`src/rtl/ptg_pkg.sv`:
```
package ptg_pkg;

    typedef enum logic [1:0] {
        SEG_ACTIVE = 2'd0,
        SEG_FRONT  = 2'd1,
        SEG_SYNC   = 2'd2,
        SEG_BACK   = 2'd3
    } seg_e;

    function automatic int max4(input int a, input int b, input int c, input int d);
        int m;
        m = a;
        if (b > m) m = b;
        if (c > m) m = c;
        if (d > m) m = d;
        return m;
    endfunction

endpackage

```
`src/rtl/ptg_axis.sv`:
```
module ptg_axis
    import ptg_pkg::*;
#(
    parameter int ACT = 800,
    parameter int FP  = 128,
    parameter int SW  = 1,
    parameter int BP  = 128,
    parameter int CW  = $clog2(max4(ACT, FP, SW, BP) + 1)
) (
    input  logic          clk,
    input  logic          rst,
    input  logic          adv,
    output seg_e          seg,
    output logic [CW-1:0] pos,
    output logic          wrap
);

    seg_e          seg_q, seg_d;
    logic [CW-1:0] pos_q, pos_d;
    logic [CW-1:0] last_pos;
    logic          at_last;

    // state register
    always_ff @(posedge clk) begin
        if (rst) begin
            seg_q <= SEG_BACK;
            pos_q <= '0;
        end else begin
            seg_q <= seg_d;
            pos_q <= pos_d;
        end
    end

    // segment length and next state
    always_comb begin
        last_pos = '0;
        unique case (seg_q)
            SEG_ACTIVE: last_pos = CW'(ACT - 1);
            SEG_FRONT:  last_pos = CW'(FP - 1);
            SEG_SYNC:   last_pos = CW'(SW - 1);
            SEG_BACK:   last_pos = CW'(BP - 1);
            default:    last_pos = '0;
        endcase
        at_last = (pos_q == last_pos);

        seg_d = seg_q;
        pos_d = pos_q;
        if (adv) begin
            if (at_last) begin
                pos_d = '0;
                unique case (seg_q)
                    SEG_ACTIVE: seg_d = SEG_FRONT;
                    SEG_FRONT:  seg_d = SEG_SYNC;
                    SEG_SYNC:   seg_d = SEG_BACK;
                    SEG_BACK:   seg_d = SEG_ACTIVE;
                    default:    seg_d = SEG_BACK;
                endcase
            end else begin
                pos_d = pos_q + CW'(1);
            end
        end
    end

    // outputs
    always_comb begin
        seg  = seg_q;
        pos  = pos_q;
        wrap = adv && at_last && (seg_q == SEG_BACK);
    end

endmodule

```
`src/rtl/ptg_drive.sv`:
```
module ptg_drive
    import ptg_pkg::*;
#(
    parameter int HCW = 10,
    parameter int VCW = 10,
    parameter int XW  = 10,
    parameter int YW  = 10
) (
    input  logic           clk,
    input  logic           rst,
    input  seg_e           h_seg,
    input  seg_e           v_seg,
    input  logic [HCW-1:0] h_pos,
    input  logic [VCW-1:0] v_pos,
    output logic           de,
    output logic [XW-1:0]  x,
    output logic [YW-1:0]  y,
    output logic           sof,
    output logic           sol
);

    logic in_area;
    logic first_px;

    always_comb begin
        in_area  = (h_seg == SEG_ACTIVE) && (v_seg == SEG_ACTIVE);
        first_px = in_area && (h_pos == '0);
    end

    always_ff @(posedge clk) begin
        if (rst) begin
            de  <= 1'b0;
            x   <= '0;
            y   <= '0;
            sof <= 1'b0;
            sol <= 1'b0;
        end else begin
            de  <= in_area;
            x   <= in_area ? h_pos[XW-1:0] : '0;
            y   <= in_area ? v_pos[YW-1:0] : '0;
            sol <= first_px;
            sof <= first_px && (v_pos == '0);
        end
    end

endmodule

```
`src/rtl/de_panel_timing.sv`:
```
module de_panel_timing
    import ptg_pkg::*;
#(
    parameter int H_ACTIVE = 800,
    parameter int H_FP     = 128,
    parameter int H_SW     = 1,
    parameter int H_BP     = 128,
    parameter int V_ACTIVE = 600,
    parameter int V_FP     = 28,
    parameter int V_SW     = 1,
    parameter int V_BP     = 28,
    parameter int XW       = $clog2(H_ACTIVE),
    parameter int YW       = $clog2(V_ACTIVE)
) (
    input  logic          clk,
    input  logic          rst,
    output logic          de,
    output logic [XW-1:0] x,
    output logic [YW-1:0] y,
    output logic          sof,
    output logic          sol,
    output logic          hsync,
    output logic          vsync
);

    localparam int HCW = $clog2(max4(H_ACTIVE, H_FP, H_SW, H_BP) + 1);
    localparam int VCW = $clog2(max4(V_ACTIVE, V_FP, V_SW, V_BP) + 1);

    seg_e           h_seg, v_seg;
    logic [HCW-1:0] h_pos;
    logic [VCW-1:0] v_pos;
    logic           h_wrap;
    logic           v_wrap;

    ptg_axis #(.ACT(H_ACTIVE), .FP(H_FP), .SW(H_SW), .BP(H_BP), .CW(HCW)) u_hor (
        .clk  (clk),
        .rst  (rst),
        .adv  (1'b1),
        .seg  (h_seg),
        .pos  (h_pos),
        .wrap (h_wrap)
    );

    ptg_axis #(.ACT(V_ACTIVE), .FP(V_FP), .SW(V_SW), .BP(V_BP), .CW(VCW)) u_ver (
        .clk  (clk),
        .rst  (rst),
        .adv  (h_wrap),
        .seg  (v_seg),
        .pos  (v_pos),
        .wrap (v_wrap)
    );

    ptg_drive #(.HCW(HCW), .VCW(VCW), .XW(XW), .YW(YW)) u_drv (
        .clk   (clk),
        .rst   (rst),
        .h_seg (h_seg),
        .v_seg (v_seg),
        .h_pos (h_pos),
        .v_pos (v_pos),
        .de    (de),
        .x     (x),
        .y     (y),
        .sof   (sof),
        .sol   (sol)
    );

    // the panel finds frame edges from DE gap length alone
    assign hsync = 1'b0;
    assign vsync = 1'b0;

    logic unused_wrap;
    assign unused_wrap = v_wrap;

endmodule

```
`config.mk`:
```
export PLATFORM = sky130hd
export DESIGN_NAME = de_panel_timing
export DESIGN_NICKNAME = d
export VERILOG_FILES = /design/src/rtl/ptg_pkg.sv /design/src/rtl/ptg_axis.sv /design/src/rtl/ptg_drive.sv /design/src/rtl/de_panel_timing.sv
export SDC_FILE = /design/constraint.sdc
export NUM_CORES = 1
export LEC_CHECK = 0
export CELL_PAD_IN_SITES_DETAIL_PLACEMENT = 1
export CELL_PAD_IN_SITES_GLOBAL_PLACEMENT = 2
export CORE_ASPECT_RATIO = 0.6
export CORE_MARGIN = 10
export CORE_UTILIZATION = 34
export CTS_CLUSTER_SIZE = 20
export DETAILED_ROUTE_END_ITERATION = 10
export GPL_ROUTABILITY_DRIVEN = 0
export PLACE_DENSITY_LB_ADDON = 0.08
export SYNTH_ARGS = -nofsm -noshare
export SYNTH_HDL_FRONTEND = slang
export SYNTH_HIERARCHICAL = 1
export SYNTH_SLANG_ARGS = --single-unit
export TNS_END_PERCENT = 5
```
`constraint.sdc`:
```
create_clock -name clk -period 4.38 [get_ports clk]
set_input_delay 0.876 -clock clk [delete_from_list [all_inputs] [get_ports clk]]
set_output_delay 0.876 -clock clk [all_outputs]
set_load 0.005 [all_outputs]
```
==> results of run 1 <==
## worst max-delay path by stage
stage | end | slack (ps) | depth (start not counted)
finish | u_ver/pos[3] | 990 | 9
global route | u_ver/pos[3] | 800 | 9
CTS | u_ver/pos[1] | 990 | 9
detailed placement | u_ver/pos[1] | 1020 | 9
global placement | u_ver/pos[5] | 1040 | 9
floorplan | u_ver/pos[0] | 860 | 8
## critical path: cells and delay by family (launching register included)
kind,cells,cell delay [ps]
simple gates,3,1170
compound gates,3,1110
flops,1,430
buf+inv,2,320
fa+ha+maj,1,230
## per-stage QoR
stage / util / hold slack [ps]
after floorplan: - / 493.2
after global placement: 0.4158 / 542.3
after detailed placement: 0.4158 / 545.2
after CTS: 0.4372 / 561.9
after global routing: 0.4372 / 584.7
final: 0.4372 / 553.7
## layout by cell type (no fill, tap or decap), drive strengths merged, types with 8 or more instances in the layout
master / instances
nand2: 9
conb: 8
nor3: 15
dfxtp: 47
and2: 21
nor2: 14
clkdlybuf4s50: 24
xor2: 13
ha: 10
## registers in the layout, indices dropped and copies added (netlist names)
| signal | flops |
|---|---|
| u_drv/x | 10 |
| u_drv/y | 10 |
| u_hor/pos | 10 |
| u_ver/pos | 10 |
| u_hor/seg | 2 |
| u_ver/seg | 2 |
| u_drv/de | 1 |
| u_drv/sof | 1 |
| u_drv/sol | 1 |
## area by class of cell
class | instances | area share
multi-input cells | 150 | 0.4226
clock buffers | 6 | 0.03328
inverters | 6 | 0.009077
repair buffers | 25 | 0.09985
flip-flops and latches | 47 | 0.3792
clock inverters | 2 | 0.01563
well taps | 80 | 0.04034
## report_power, final
group / internal (mW) / switching, mW / total (mW)
Combinational: 0.00657 / 0.0101 / 0.0166
Clock: 0.188 / 0.149 / 0.337
Sequential: 0.429 / 0.00486 / 0.434
## metal layers
layer,share of wire,global-route usage,up-vias
met5,0,0,-
met2,0.37,0.1351,31
met4,0.0068,0.02878,0
met1,0.58,0.1569,704
li1,-,-,759
met3,0.044,0.03249,2
==> results.py, run 1 <==
metrics = {
    "grt": {
        "antenna_found_initial": 0,
        "grt.total_usage": 0.1044,
        "gr-total-overflow": 0,
        "grt_pass1_vias": 1507,
        "grt_pass1_wl_mm": 7.921,
        "grt_max_degree": 24,
    },
    "clocking": {
        "clkTransAtPathRegs_ps": 90,
        "clock_path_buffers": 2,
        "cts_tree": "done",
        "htreeDepth": 2,
        "insertion_delay_ps": 290,
        "cts_setup_buffers": 0,
        "cts-root-buf": "clkbuf_8",
        "numCtsBuffers": 5,
        "holdBufCountCts": 0,
        "cts_sinks": 47,
        "cts-resized-gates": 0,
    },
    "routing": {
        "via_per_inst": 4.734,
        "ant_nets": 0,
        "drt_iter0_drc": 48,
        "drc": 0,
        "dr.pass1.iters": 4,
        "vias": 1496,
        "finalWirelength_mm": 4.993,
        "detail_route.wl_per_cell_um": 15.80,
    },
    "sta": {
        "finalHoldViolCount": 0,
        "rsz0062_at_grt": "false",
        "max_slew_margin": 0.3896,
        "setup_viol": 0,
        "timing.final.crit_share": 0.7736,
        "clock_skew_ps": 6.217,
        "setup_slack_ps": 991.5,
        "slew_viol_final": 0,
        "worst_pin_slew_ps": 910.7,
        "max_clock_freq_mhz": 295.1,
        "finalCriticalPeriod_ps": 3388,
        "fin_setup_tns_ps": 0,
    },
    "placed_design": {
        "postPlaceCellArea_sq_um": 2360,
        "dp_slack_ps": 1025,
        "place_inst": 308,
        "port_buffers": 24,
        "dp_hpwl_mm": 3.853,
    },
    "setup_path": {
        "arrival_ps": 3560,
        "cp_cell_sequence": "inv_1 > ha_1 > or4b_4 > a2111oi_0 > buf_4 > or4b_1 > a221o_1 > o21ai_4 > nor2_1",
        "slowest_delay_ps": 580,
        "worstSetupPathType": "register to register",
        "cpMaxStageDelayCell": "or4b_4",
        "r2r_start": "u_hor/seg[0]",
        "startpoint_type": "register",
        "end_kind": "register",
        "rrSetupSlack_ps": 990,
        "reg2reg_depth": 9,
        "required_ps": 4550,
        "setup.worst_path.start": "u_hor/seg[0]",
        "cp_max_fo": 10,
        "r2r-end": "u_ver/pos[3]",
    },
    "worst_hold_path": {
        "hold_path.class": "register to register",
        "min_delay_path_depth": 1,
        "worstHoldStart": "u_ver/pos[8]",
        "min_to": "u_drv/y[8]",
    },
    "flow_run": {
        "drv_cap": 0,
    },
    "layout": {
        "fillers": 671,
        "areaGrowthSynthToFinish_pct": 22.71,
        "multi_input_area_sq_um": 1049,
        "finalInstanceArea_sq_um": 2481,
        "register_area_sq_um": 940.9,
        "fin_nets": 247,
        "diodes": 0,
        "drive_gt1_frac": 0.08898,
        "instances_no_fill": 316,
    },
    "power_and_ir_drop": {
        "powerDensity_nw_per_um2": 317.2,
        "irDropWorstVdd_v": 0.0001355,
        "p_total_mw": 0.7871,
        "p_leak_nw": 0.9838,
    },
    "floorplanning": {
        "row_count": 21,
        "die-height_um": 79.74,
        "coreArea_sq_um": 5675,
        "die_w_um": 119.6,
        "io_pins": 27,
        "die_area_sq_um": 9533,
        "initial_core_util": 0.3563,
    },
    "logic_synthesis": {
        "avgSynthCellArea_sq_um": 9.960,
        "synth_cells": 203,
        "syn_area_sq_um": 2022,
        "yosysWarnings": 6,
    },
    "status": {
        "status": "complete, no violations",
    },
}
(Power assumes the default switching activity.)
==> run 2, diff against run 1 <==
==> constraint.sdc (replaced) <==
create_clock -name clk -period 3.2 [get_ports clk]
set_input_delay 0.64 -clock clk [delete_from_list [all_inputs] [get_ports clk]]
set_output_delay 0.64 -clock clk [all_outputs]
set_load 0.005 [all_outputs]
==> run 2 against run 1 <==
Fmax rose by 12%; worst hold slack better by 8.9 ps; global-route usage shrank 0.073 points; highest routed layer unchanged; register-to-register slack lost 810 ps; critical endpoint is now u_ver/seg[0]; clock-buffer cell count unchanged; core utilization up 0.66 points; cell count grew 1.3%; non-clock buffer count rose by 3; clock power grew 13%; die area unchanged; clock skew grew 0.57 ps; via count rose by 2.9%.
==> results.py, run 2 (synthesized netlist as in run 1, its figures left out) <==
metrics = {
    "routing": {
        "drt_iter0_drc": 49,
        "ant_nets": 0,
        "finalWirelength_mm": 4.888,
        "vias": 1539,
        "detail_route.wl_per_cell_um": 15.28,
        "drc": 0,
        "via_per_inst": 4.809,
        "dr.pass1.iters": 4,
    },
    "setup_path": {
        "arrival_ps": 3180,
        "required_ps": 3370,
        "end_kind": "register",
        "worstSetupPathType": "register to register",
        "slowest_delay_ps": 600,
        "path_delay_family": "simple AND/OR/NAND/NOR gates",
        "cp_max_fo": 5,
        "cp_cell_sequence": "inv_1 > ha_1 > or4b_4 > a2111oi_4 > or4b_1 > a221o_2 > nor4_1 > o21ai_0",
        "cpMaxStageDelayCell": "or4b_4",
        "crit_buf_inv": 1,
        "startpoint_type": "register",
    },
    "sta": {
        "worst_pin_slew_ps": 837.8,
        "max_slew_margin": 0.4356,
        "clock_skew_ps": 6.785,
        "rsz0062_at_grt": "false",
        "fin_setup_tns_ps": 0,
        "setup_viol": 0,
        "max_clock_freq_mhz": 331.8,
        "finalHoldViolCount": 0,
        "timing.final.crit_share": 0.9419,
        "holdWs_ps": 562.6,
        "slew_viol_final": 0,
        "finalCriticalPeriod_ps": 3014,
    },
    "clocking": {
        "holdBufCountCts": 0,
        "clkTransAtPathRegs_ps": 90,
        "cts_setup_buffers": 0,
        "insertion_delay_ps": 300,
        "cts-resized-gates": 0,
        "cts_sinks": 47,
        "cts-root-buf": "clkbuf_8",
        "cts_tree": "done",
        "htreeDepth": 2,
        "numCtsBuffers": 5,
        "clock_path_buffers": 2,
    },
    "floorplanning": {
        "initial_core_util": 0.3563,
        "coreArea_sq_um": 5675,
        "io_pins": 27,
        "die_w_um": 119.6,
        "die_area_sq_um": 9533,
        "row_count": 21,
        "die-height_um": 79.74,
    },
    "layout": {
        "finalInstanceArea_sq_um": 2519,
        "final_common_cell": "dfxtp_1",
        "layout_common_cells": "dfxtp_1 (46), clkdlybuf4s50_1 (24), and2_1 (20)",
        "drive_gt1_frac": 0.1167,
        "diodes": 0,
        "areaGrowthSynthToFinish_pct": 24.57,
        "fin_nets": 251,
        "instances_no_fill": 320,
    },
    "grt": {
        "gr-total-overflow": 0,
        "antenna_found_initial": 0,
        "grt.total_usage": 0.1036,
        "grt_pass1_wl_mm": 7.983,
        "grt_max_degree": 24,
        "grt_pass1_vias": 1548,
    },
    "placed_design": {
        "postPlaceCellArea_sq_um": 2389,
        "dp_hpwl_mm": 3.766,
        "port_buffers": 24,
        "place_inst": 311,
    },
    "power_and_ir_drop": {
        "powerDensity_nw_per_um2": 397.9,
        "irDropWorstVdd_v": 0.0001582,
        "p_total_mw": 1.002,
        "p_leak_nw": 0.9880,
    },
    "worst_hold_path": {
        "hold_path.class": "register to register",
    },
    "flow_run": {
        "drv_cap": 0,
    },
    "status": {
        "status": "complete, no violations",
    },
}
-- run 2: routing by layer --
layer	wire length (um)	vias up	GRT usage
met3	336	4	0.03390
li1	-	771	-
met1	2714	724	0.1468
met2	1786	40	0.1417
met4	50	0	0.03597
met5	0	-	0
-- run 2: cell type report --
class	instances	area, sq um
clock inverter	2	16.27
clock buffer	6	82.58
fill	656	3157
timing repair buffer	28	270.3
tap	80	100.1
sequential	47	942.2
inverter	6	22.52
multi-input combinational	151	1085
-- run 2: where the power goes --
part | internal, mW | switching [mW]
Sequential | 0.587 | 0.00370
Clock | 0.177 | 0.205
Combinational | 0.0120 | 0.0182
-- run 2: worst paths after layout --
| path | from | end | slack, ps | cells after the start |
|---|---|---|---|---|
| hold / removal | u_hor/pos[9] | u_drv/x[9] | 560 | 1 |
| hold reg to reg | u_hor/pos[9] | u_drv/x[9] | 560 | 1 |
| setup reg to reg | u_hor/seg[0] | u_ver/seg[0] | 190 | 8 |
| setup / recovery | u_hor/seg[0] | u_ver/seg[0] | 190 | 8 |
-- run 2: stage by stage --
step / setup WS (ps) / util
after global placement: 227.3 / 0.4209
after global routing: 50.66 / 0.4438
after detailed placement: 94.27 / 0.4209
after floorplan: 134.1 / -
after CTS: 69.00 / 0.4383
final: 186.0 / 0.4438
==> run 3, diff against run 2 <==
--- a/config.mk
+++ b/config.mk
@@ -12,7 +12,7 @@
 export CORE_UTILIZATION = 34
 export CTS_CLUSTER_SIZE = 20
 export DETAILED_ROUTE_END_ITERATION = 10
-export GPL_ROUTABILITY_DRIVEN = 0
+export GPL_ROUTABILITY_DRIVEN = 1
 export PLACE_DENSITY_LB_ADDON = 0.08
 export SYNTH_ARGS = -nofsm -noshare
 export SYNTH_HDL_FRONTEND = slang
==> results of run 3 <==
Same layout as run 2: the final DEF is identical, and so are final timing and power.
